## config.mk

```make
export PLATFORM = sky130hd
export DESIGN_NAME = twi_mem_slave
export DESIGN_NICKNAME = d
export VERILOG_FILES = /design/src/rtl/twi_mem_pkg.sv /design/src/rtl/twi_line_sampler.sv /design/src/rtl/twi_mem_array.sv /design/src/rtl/twi_mem_slave.sv
export SDC_FILE = /design/constraint.sdc
export NUM_CORES = 2
export LEC_CHECK = 0
export BUFFER_PORTS_ARGS = -buffer_cell sky130_fd_sc_hd__buf_2
export CORE_MARGIN = 2
export CORE_UTILIZATION = 40
export DETAILED_ROUTE_END_ITERATION = 16
export PLACE_DENSITY = 0.58
export SLEW_MARGIN = 10
export SYNTH_ARGS = -nofsm -noshare
export SYNTH_HDL_FRONTEND = slang
export SYNTH_SLANG_ARGS = --single-unit
export TNS_END_PERCENT = 5
```

## constraint.sdc

```tcl
create_clock -name clk -period 3.2 [get_ports clk]
set_input_delay 0 -clock clk [delete_from_list [all_inputs] [get_ports clk]]
set_output_delay 0 -clock clk [all_outputs]
set_load 0.01 [all_outputs]
```

## src/rtl/twi_mem_pkg.sv

```systemverilog
package twi_mem_pkg;

    typedef enum logic [2:0] {
        ST_IDLE    = 3'd0,
        ST_RX      = 3'd1,
        ST_ACKWAIT = 3'd2,
        ST_ACK     = 3'd3,
        ST_TX      = 3'd4,
        ST_MACK    = 3'd5,
        ST_TXWAIT  = 3'd6
    } fsm_e;

    // meaning of the byte currently being received
    typedef enum logic [1:0] {
        RL_SEL = 2'd0,
        RL_AHI = 2'd1,
        RL_ALO = 2'd2,
        RL_DAT = 2'd3
    } role_e;

    localparam logic [3:0] SEL_CODE = 4'b1010;

endpackage

```

## src/rtl/twi_line_sampler.sv

```systemverilog
module twi_line_sampler #(
    parameter int SYNC_STAGES = 2
) (
    input  logic clk,
    input  logic rst_n,
    input  logic scl_i,
    input  logic sda_i,
    output logic scl_hi,
    output logic sda_hi,
    output logic scl_rise,
    output logic scl_fall,
    output logic start_ev,
    output logic stop_ev
);

    typedef struct packed {
        logic [SYNC_STAGES-1:0] scl_p;
        logic [SYNC_STAGES-1:0] sda_p;
        logic                   scl_prev;
        logic                   sda_prev;
    } smp_t;

    smp_t smp_d, smp_q;

    always_comb begin
        smp_d          = smp_q;
        smp_d.scl_p    = {smp_q.scl_p[SYNC_STAGES-2:0], scl_i};
        smp_d.sda_p    = {smp_q.sda_p[SYNC_STAGES-2:0], sda_i};
        smp_d.scl_prev = smp_q.scl_p[SYNC_STAGES-1];
        smp_d.sda_prev = smp_q.sda_p[SYNC_STAGES-1];
    end

    always_ff @(posedge clk or negedge rst_n) begin
        if (!rst_n) smp_q <= '1;
        else        smp_q <= smp_d;
    end

    assign scl_hi   = smp_q.scl_p[SYNC_STAGES-1];
    assign sda_hi   = smp_q.sda_p[SYNC_STAGES-1];
    assign scl_rise = scl_hi & ~smp_q.scl_prev;
    assign scl_fall = ~scl_hi & smp_q.scl_prev;
    assign start_ev = scl_hi & smp_q.scl_prev & smp_q.sda_prev & ~sda_hi;
    assign stop_ev  = scl_hi & smp_q.scl_prev & ~smp_q.sda_prev & sda_hi;

endmodule

```

## src/rtl/twi_mem_array.sv

```systemverilog
module twi_mem_array #(
    parameter int ADDR_W = 8,
    parameter int PAGE_W = 3
) (
    input  logic                         clk,
    input  logic                         rst_n,
    input  logic [ADDR_W-1:0]            rd_addr,
    output logic [7:0]                   rd_data,
    input  logic                         wr_en,
    input  logic [ADDR_W-PAGE_W-1:0]     wr_row,
    input  logic [(1<<PAGE_W)*8-1:0]     wr_bytes,
    input  logic [(1<<PAGE_W)-1:0]       wr_mask
);

    localparam int DEPTH      = 1 << ADDR_W;
    localparam int PAGE_BYTES = 1 << PAGE_W;
    localparam int ROW_W      = ADDR_W - PAGE_W;

    logic [7:0] mem_q [DEPTH];
    logic [7:0] mem_d [DEPTH];

    for (genvar g = 0; g < DEPTH; g++) begin : g_cell
        localparam logic [ROW_W-1:0] CROW = ROW_W'(g >> PAGE_W);
        localparam int               CCOL = g % PAGE_BYTES;

        always_comb begin
            mem_d[g] = mem_q[g];
            if (wr_en && wr_row == CROW && wr_mask[CCOL])
                mem_d[g] = wr_bytes[CCOL*8 +: 8];
        end

        always_ff @(posedge clk or negedge rst_n) begin
            if (!rst_n) mem_q[g] <= '0;
            else        mem_q[g] <= mem_d[g];
        end
    end

    assign rd_data = mem_q[rd_addr];

endmodule

```

## src/rtl/twi_mem_slave.sv

```systemverilog
module twi_mem_slave
    import twi_mem_pkg::*;
#(
    parameter int ADDR_W      = 8,
    parameter int PAGE_W      = 3,
    parameter int BUSY_CYC    = 500000,
    parameter int SYNC_STAGES = 2
) (
    input  logic       clk,
    input  logic       rst_n,
    input  logic       scl_i,
    input  logic       sda_i,
    output logic       sda_pull_o,
    input  logic [2:0] strap_i,
    input  logic       wp_i
);

    localparam int PAGE_BYTES = 1 << PAGE_W;
    localparam int BUSY_W     = $clog2(BUSY_CYC + 1);

    typedef struct packed {
        fsm_e                    st;
        role_e                   role;
        logic [2:0]              cnt;
        logic [7:0]              sh;
        logic                    pull;
        logic [7:0]              hi;
        logic [ADDR_W-1:0]       ptr;
        logic [PAGE_BYTES-1:0]   mask;
        logic [PAGE_BYTES*8-1:0] pbuf;
        logic [BUSY_W-1:0]       busy;
    } core_t;

    core_t d, q;

    logic scl_hi, sda_hi, scl_rise, scl_fall, start_ev, stop_ev;
    logic [7:0]        rd_data;
    logic [7:0]        byte_in;
    logic [PAGE_W-1:0] col;
    logic              commit;

    twi_line_sampler #(.SYNC_STAGES(SYNC_STAGES)) u_smp (
        .clk      (clk),
        .rst_n    (rst_n),
        .scl_i    (scl_i),
        .sda_i    (sda_i),
        .scl_hi   (scl_hi),
        .sda_hi   (sda_hi),
        .scl_rise (scl_rise),
        .scl_fall (scl_fall),
        .start_ev (start_ev),
        .stop_ev  (stop_ev)
    );

    twi_mem_array #(.ADDR_W(ADDR_W), .PAGE_W(PAGE_W)) u_arr (
        .clk      (clk),
        .rst_n    (rst_n),
        .rd_addr  (q.ptr),
        .rd_data  (rd_data),
        .wr_en    (commit),
        .wr_row   (q.ptr[ADDR_W-1:PAGE_W]),
        .wr_bytes (q.pbuf),
        .wr_mask  (q.mask)
    );

    assign byte_in = {q.sh[6:0], sda_hi};
    assign col     = q.ptr[PAGE_W-1:0];

    always_comb begin
        d      = q;
        commit = 1'b0;
        if (q.busy != '0) d.busy = q.busy - 1'b1;

        if (start_ev) begin
            d.st   = ST_RX;
            d.role = RL_SEL;
            d.cnt  = '0;
            d.pull = 1'b0;
            d.mask = '0;
        end else if (stop_ev) begin
            // boundary: at most one bit of the next byte was clocked
            if (q.st == ST_RX && q.role == RL_DAT && q.cnt[2:1] == 2'b00 &&
                q.mask != '0 && !wp_i) begin
                commit = 1'b1;
                d.busy = BUSY_W'(BUSY_CYC);
            end
            d.st   = ST_IDLE;
            d.pull = 1'b0;
            d.mask = '0;
        end else begin
            case (q.st)
                ST_RX: if (scl_rise) begin
                    d.sh  = byte_in;
                    d.cnt = q.cnt + 1'b1;
                    if (q.cnt == 3'd7) begin
                        if (q.role != RL_SEL ||
                            (byte_in[7:4] == SEL_CODE && byte_in[3:1] == strap_i &&
                             q.busy == '0))
                            d.st = ST_ACKWAIT;
                        else
                            d.st = ST_IDLE;
                    end
                end
                ST_ACKWAIT: if (scl_fall) begin
                    d.pull = 1'b1;
                    d.st   = ST_ACK;
                end
                ST_ACK: if (scl_fall) begin
                    d.pull = 1'b0;
                    d.st   = ST_RX;
                    d.cnt  = '0;
                    case (q.role)
                        RL_SEL: begin
                            if (q.sh[0]) begin
                                d.sh   = rd_data;
                                d.ptr  = q.ptr + 1'b1;
                                d.pull = ~rd_data[7];
                                d.st   = ST_TX;
                            end else begin
                                d.role = RL_AHI;
                            end
                        end
                        RL_AHI: begin
                            d.hi   = q.sh;
                            d.role = RL_ALO;
                        end
                        RL_ALO: begin
                            d.ptr  = ADDR_W'({q.hi, q.sh});
                            d.mask = '0;
                            d.role = RL_DAT;
                        end
                        default: begin
                            d.pbuf[{col, 3'b000} +: 8] = q.sh;
                            d.mask[col] = 1'b1;
                            d.ptr = {q.ptr[ADDR_W-1:PAGE_W], col + 1'b1};
                        end
                    endcase
                end
                ST_TX: if (scl_fall) begin
                    if (q.cnt == 3'd7) begin
                        d.pull = 1'b0;
                        d.st   = ST_MACK;
                    end else begin
                        d.sh   = {q.sh[6:0], 1'b0};
                        d.pull = ~q.sh[6];
                        d.cnt  = q.cnt + 1'b1;
                    end
                end
                ST_MACK: if (scl_rise) begin
                    d.st = sda_hi ? ST_IDLE : ST_TXWAIT;
                end
                ST_TXWAIT: if (scl_fall) begin
                    d.sh   = rd_data;
                    d.ptr  = q.ptr + 1'b1;
                    d.pull = ~rd_data[7];
                    d.cnt  = '0;
                    d.st   = ST_TX;
                end
                default: ;
            endcase
        end
    end

    always_ff @(posedge clk or negedge rst_n) begin
        if (!rst_n) q <= '0;
        else        q <= d;
    end

    assign sda_pull_o = q.pull;


    pull_low_phase_chk: assert property (@(posedge clk) disable iff (!rst_n)
        !$stable(q.pull) |-> !$past(scl_hi));


    sel_match_chk: assert property (@(posedge clk) disable iff (!rst_n)
        (q.st == ST_ACK && q.role == RL_SEL) |->
        (q.sh[7:4] == SEL_CODE && q.sh[3:1] == strap_i));


    busy_silent_chk: assert property (@(posedge clk) disable iff (!rst_n)
        (q.busy != '0) |-> !(q.st == ST_ACK && q.role == RL_SEL));


    busy_count_chk: assert property (@(posedge clk) disable iff (!rst_n)
        (q.busy != '0) |=> (q.busy == $past(q.busy) - 1'b1));


    wp_no_busy_chk: assert property (@(posedge clk) disable iff (!rst_n)
        (q.busy != '0 && $past(q.busy) == '0) |-> !$past(wp_i));


    commit_on_stop_chk: assert property (@(posedge clk) disable iff (!rst_n)
        (q.busy != '0 && $past(q.busy) == '0) |-> $past(stop_ev));

endmodule

```

==> metrics <==
port bufs=8; period utilization=103%; Final Setup Violations=4; Core Rows=182; Register Area=54,500 sq um; RSZ-0062 raised after global routing=true; wire length of the first global-routing pass=539,000 um; Post-DP HPWL=241,000 um; Hold Crit Start=strap_i[0]; Synth warnings=0; Max Clock Skew=0.0744 ns; Routed WL=389,000 um; fmax=302 MHz; failing checks=negative setup slack; Syn Area/Cell=15.4 sq um; CTS Buffer Depth=3; PwrDens=520 nW/um^2; Yosys top cell by area=dfrtp_1; Post-Synth Simple-Gate Area=3.25%; Tot Pwr=60.1 mW; library cells used by synthesis=75; sequential area share after synthesis=54.8%; Top cell by count, worst path=buf_4; reg2reg start=col[0]$_DFFE_PN0P_; P_leak=55.4 nW; CTS Sinks=2,170; syn_nets=6,470; post-placement cell area=107,000 sq um; DR WL/cell=38.0 um; vias=65,100; Post-Synth XOR/XNOR Area=0.133%; worst-skew pair later-pin latency=0.91 ns; main combinational cell family by area after synthesis=multiplexers; worst relative slew slack=3.19%; status=finished, violations left; vias per cell=6.35; TritonCTS clock tree=yes; GPL Wtd Cong=0.940; layout cells sized above 1=52.2%; Synth Flop Type=dfrtp_1; Worst setup EP type=register; Mapped Cells=6,449; reg-to-reg slack, setup=-0.11 ns; height of the die=502 um; Critical Path Max Stage Delay=0.54 ns; Synth Area in Adders=0.164%; post-route cell area=116,000 sq um; Setup crit start kind=register; final-report hold violation count=0; worst slew pin tran=1.45 ns; Crit path max-delay family=compound AO/OA/AOI/OAI gates; clock slew at reported path FFs=0.06 ns; DIE AREA=252,000 sq um; Fin Setup TNS=-0.325 ns; critical path launch point=col[0]$_DFFE_PN0P_; worst vdd ir=0.637 mV; post-synthesis mux area share=37.5%; kind of critical path=reg -> reg; EDFF count, synth=0; Slew Limit Fails=0; # nets final=6,831; GRT Util Overall=30.9%; area grow syn2layout=16.7%; most area-consuming cells after synthesis=dfrtp_1, mux2_2, mux4_2; Root Buffer=clkbuf_16; First DRT Iteration DRCs=8,601; CP Data Arrival Time=4.07 ns; core area=246,000 sq um; vias in the first global route=65,000; post-synth top area share=54.7%; Boundary Pins=9; Filler cells=21,400; drt pass-1 iters=5; initial antenna violation count=68; CP Buf/Inv Count=4; ys async rst share=100%; initial core utilization=40.3%; Crit-path slowest cell=mux4_2; worst setup margin=-0.110 ns; Req. time, crit path=3.96 ns; grt ovf=0; max cap viols=0; Commonest cells post-synth=dfrtp_1, mux2_2, mux4_2, clkbuf_1, nand2_1; worst-path fanout max=11; antenna viol nets, final=0; area occupied by multi-input gates=43,000 sq um; Synth Area in Compound Gates=2.14%; fin crit period=3.31 ns; Final Hold Slack=0.0731 ns; number of H-tree levels=4; CTS Buf Count=227; Die W=502 um; crit path cell chain=buf_12 -> buf_16 -> buf_4 -> mux4_2 -> mux2i_1 -> o22a_1 -> o2111ai_2 -> nor4_2 -> buf_4 -> o31a_1 -> a211o_1 -> a31oi_1; most numerous cell in the Yosys netlist=dfrtp_1; synthesized flop and latch total=2,170; min-delay worst type=in -> reg; largest net degree at the start of global routing=93; DRC violations left=0; Synth Cell Area=99,000 sq um
registers in the layout, indices dropped and copies added (netlist names), named ones only:
register	flops
q	41
u_smp.smp_q	2
u_smp.smp_d	2
u_smp.scl_hi	1
u_smp.sda_hi	1
byte_in	7
sda_pull_o	1
col	3
u_arr.mem_q	2048
power breakdown:
group          leakage (nW)  internal (mW)  total (mW)  switching, mW
logic                  21.4           1.80        4.61           2.81
clock network          3.87           15.9        27.7           11.7
registers              30.1           27.6        27.8          0.233
cell families after synthesis:
group / count (synthesis)
buf+inv: 451
flops: 2170
xor+xnor: 15
fa+ha+maj: 13
simple gates: 636
mux: 2822
compound gates: 342
placed cells by master (no fill, tap or decap), types with 71 or more instances in the layout:
cell type / synthesis / routed
clkbuf_8: 0 / 74
mux2_2: 1963 / 1963
nand2_2: 109 / 116
nand2_1: 238 / 231
a21oi_1: 72 / 71
mux4_2: 497 / 497
mux2i_1: 204 / 195
buf_4: 30 / 395
clkbuf_16: 0 / 231
dfrtp_1: 2164 / 2088
buf_12: 0 / 135
nor2_1: 99 / 92
o21ai_0: 91 / 83
mux2_1: 158 / 158
cell type report:
type | instances | share of cell area [%]
inverter | 19 | 0.0682
tap | 3220 | 3.49
antenna | 28 | 0.0606
multi-input combinational | 3828 | 37.2
sequential | 2170 | 47.1
timing repair buffer | 564 | 5.32
clock inverter | 66 | 0.778
clock buffer | 353 | 6.00
path summary, 6_finish.rpt:
kind | end | depth (start not counted)
setup / recovery | byte_in[1]$_DFFE_PN0P_ | 12
hold / removal | q[122]$_DFFE_PN0P_ | 7
min in group asynchronous | u_arr.mem_q[1621]$_DFFE_PN0P_ | 4
max in group asynchronous | u_arr.mem_q[433]$_DFFE_PN0P_ | 5
hold reg to reg | u_smp.smp_q[0]$_DFF_PN1_ | 0
setup reg to reg | byte_in[1]$_DFFE_PN0P_ | 12
worst min-delay path: cells and delay by family:
family	cells	cell delay, ns
buffers and inverters	1	0.17
xor gates and xnor gates	1	0.09
and+or+nand+nor	2	0.28
AOI/OAI and AO/OA	3	0.38
through the flow:
stage                     worst slack (ns)  instances  util [%]
final                               -0.110      10200      47.0
after CTS                          -0.0164      10200      46.9
after detailed placement            -0.260       9781      43.6
after global placement              -0.304       9781      43.6
after floorplan                     0.0301       6449         -
after global routing                -0.106      10200      47.0
repair_timing:
item	4_1_cts	5_1_grt
pin swaps	1	3
endpoints found under the setup margin	240	190
setup buffers	10	0
endpoints found under the hold margin	1804	0
hold buffers	8	0
gates cloned	0	2
resized for setup	40	31
per-layer routing:
metal	vias to the layer above	routed length [um]	GRT usage, %
met5	-	131	0
met4	18	19900	14.8
met3	911	37700	6.99
met2	3626	175000	46.3
met1	35600	156000	42.4
li1	24900	-	-
Note: power is estimated with default switching activity, not from simulation.
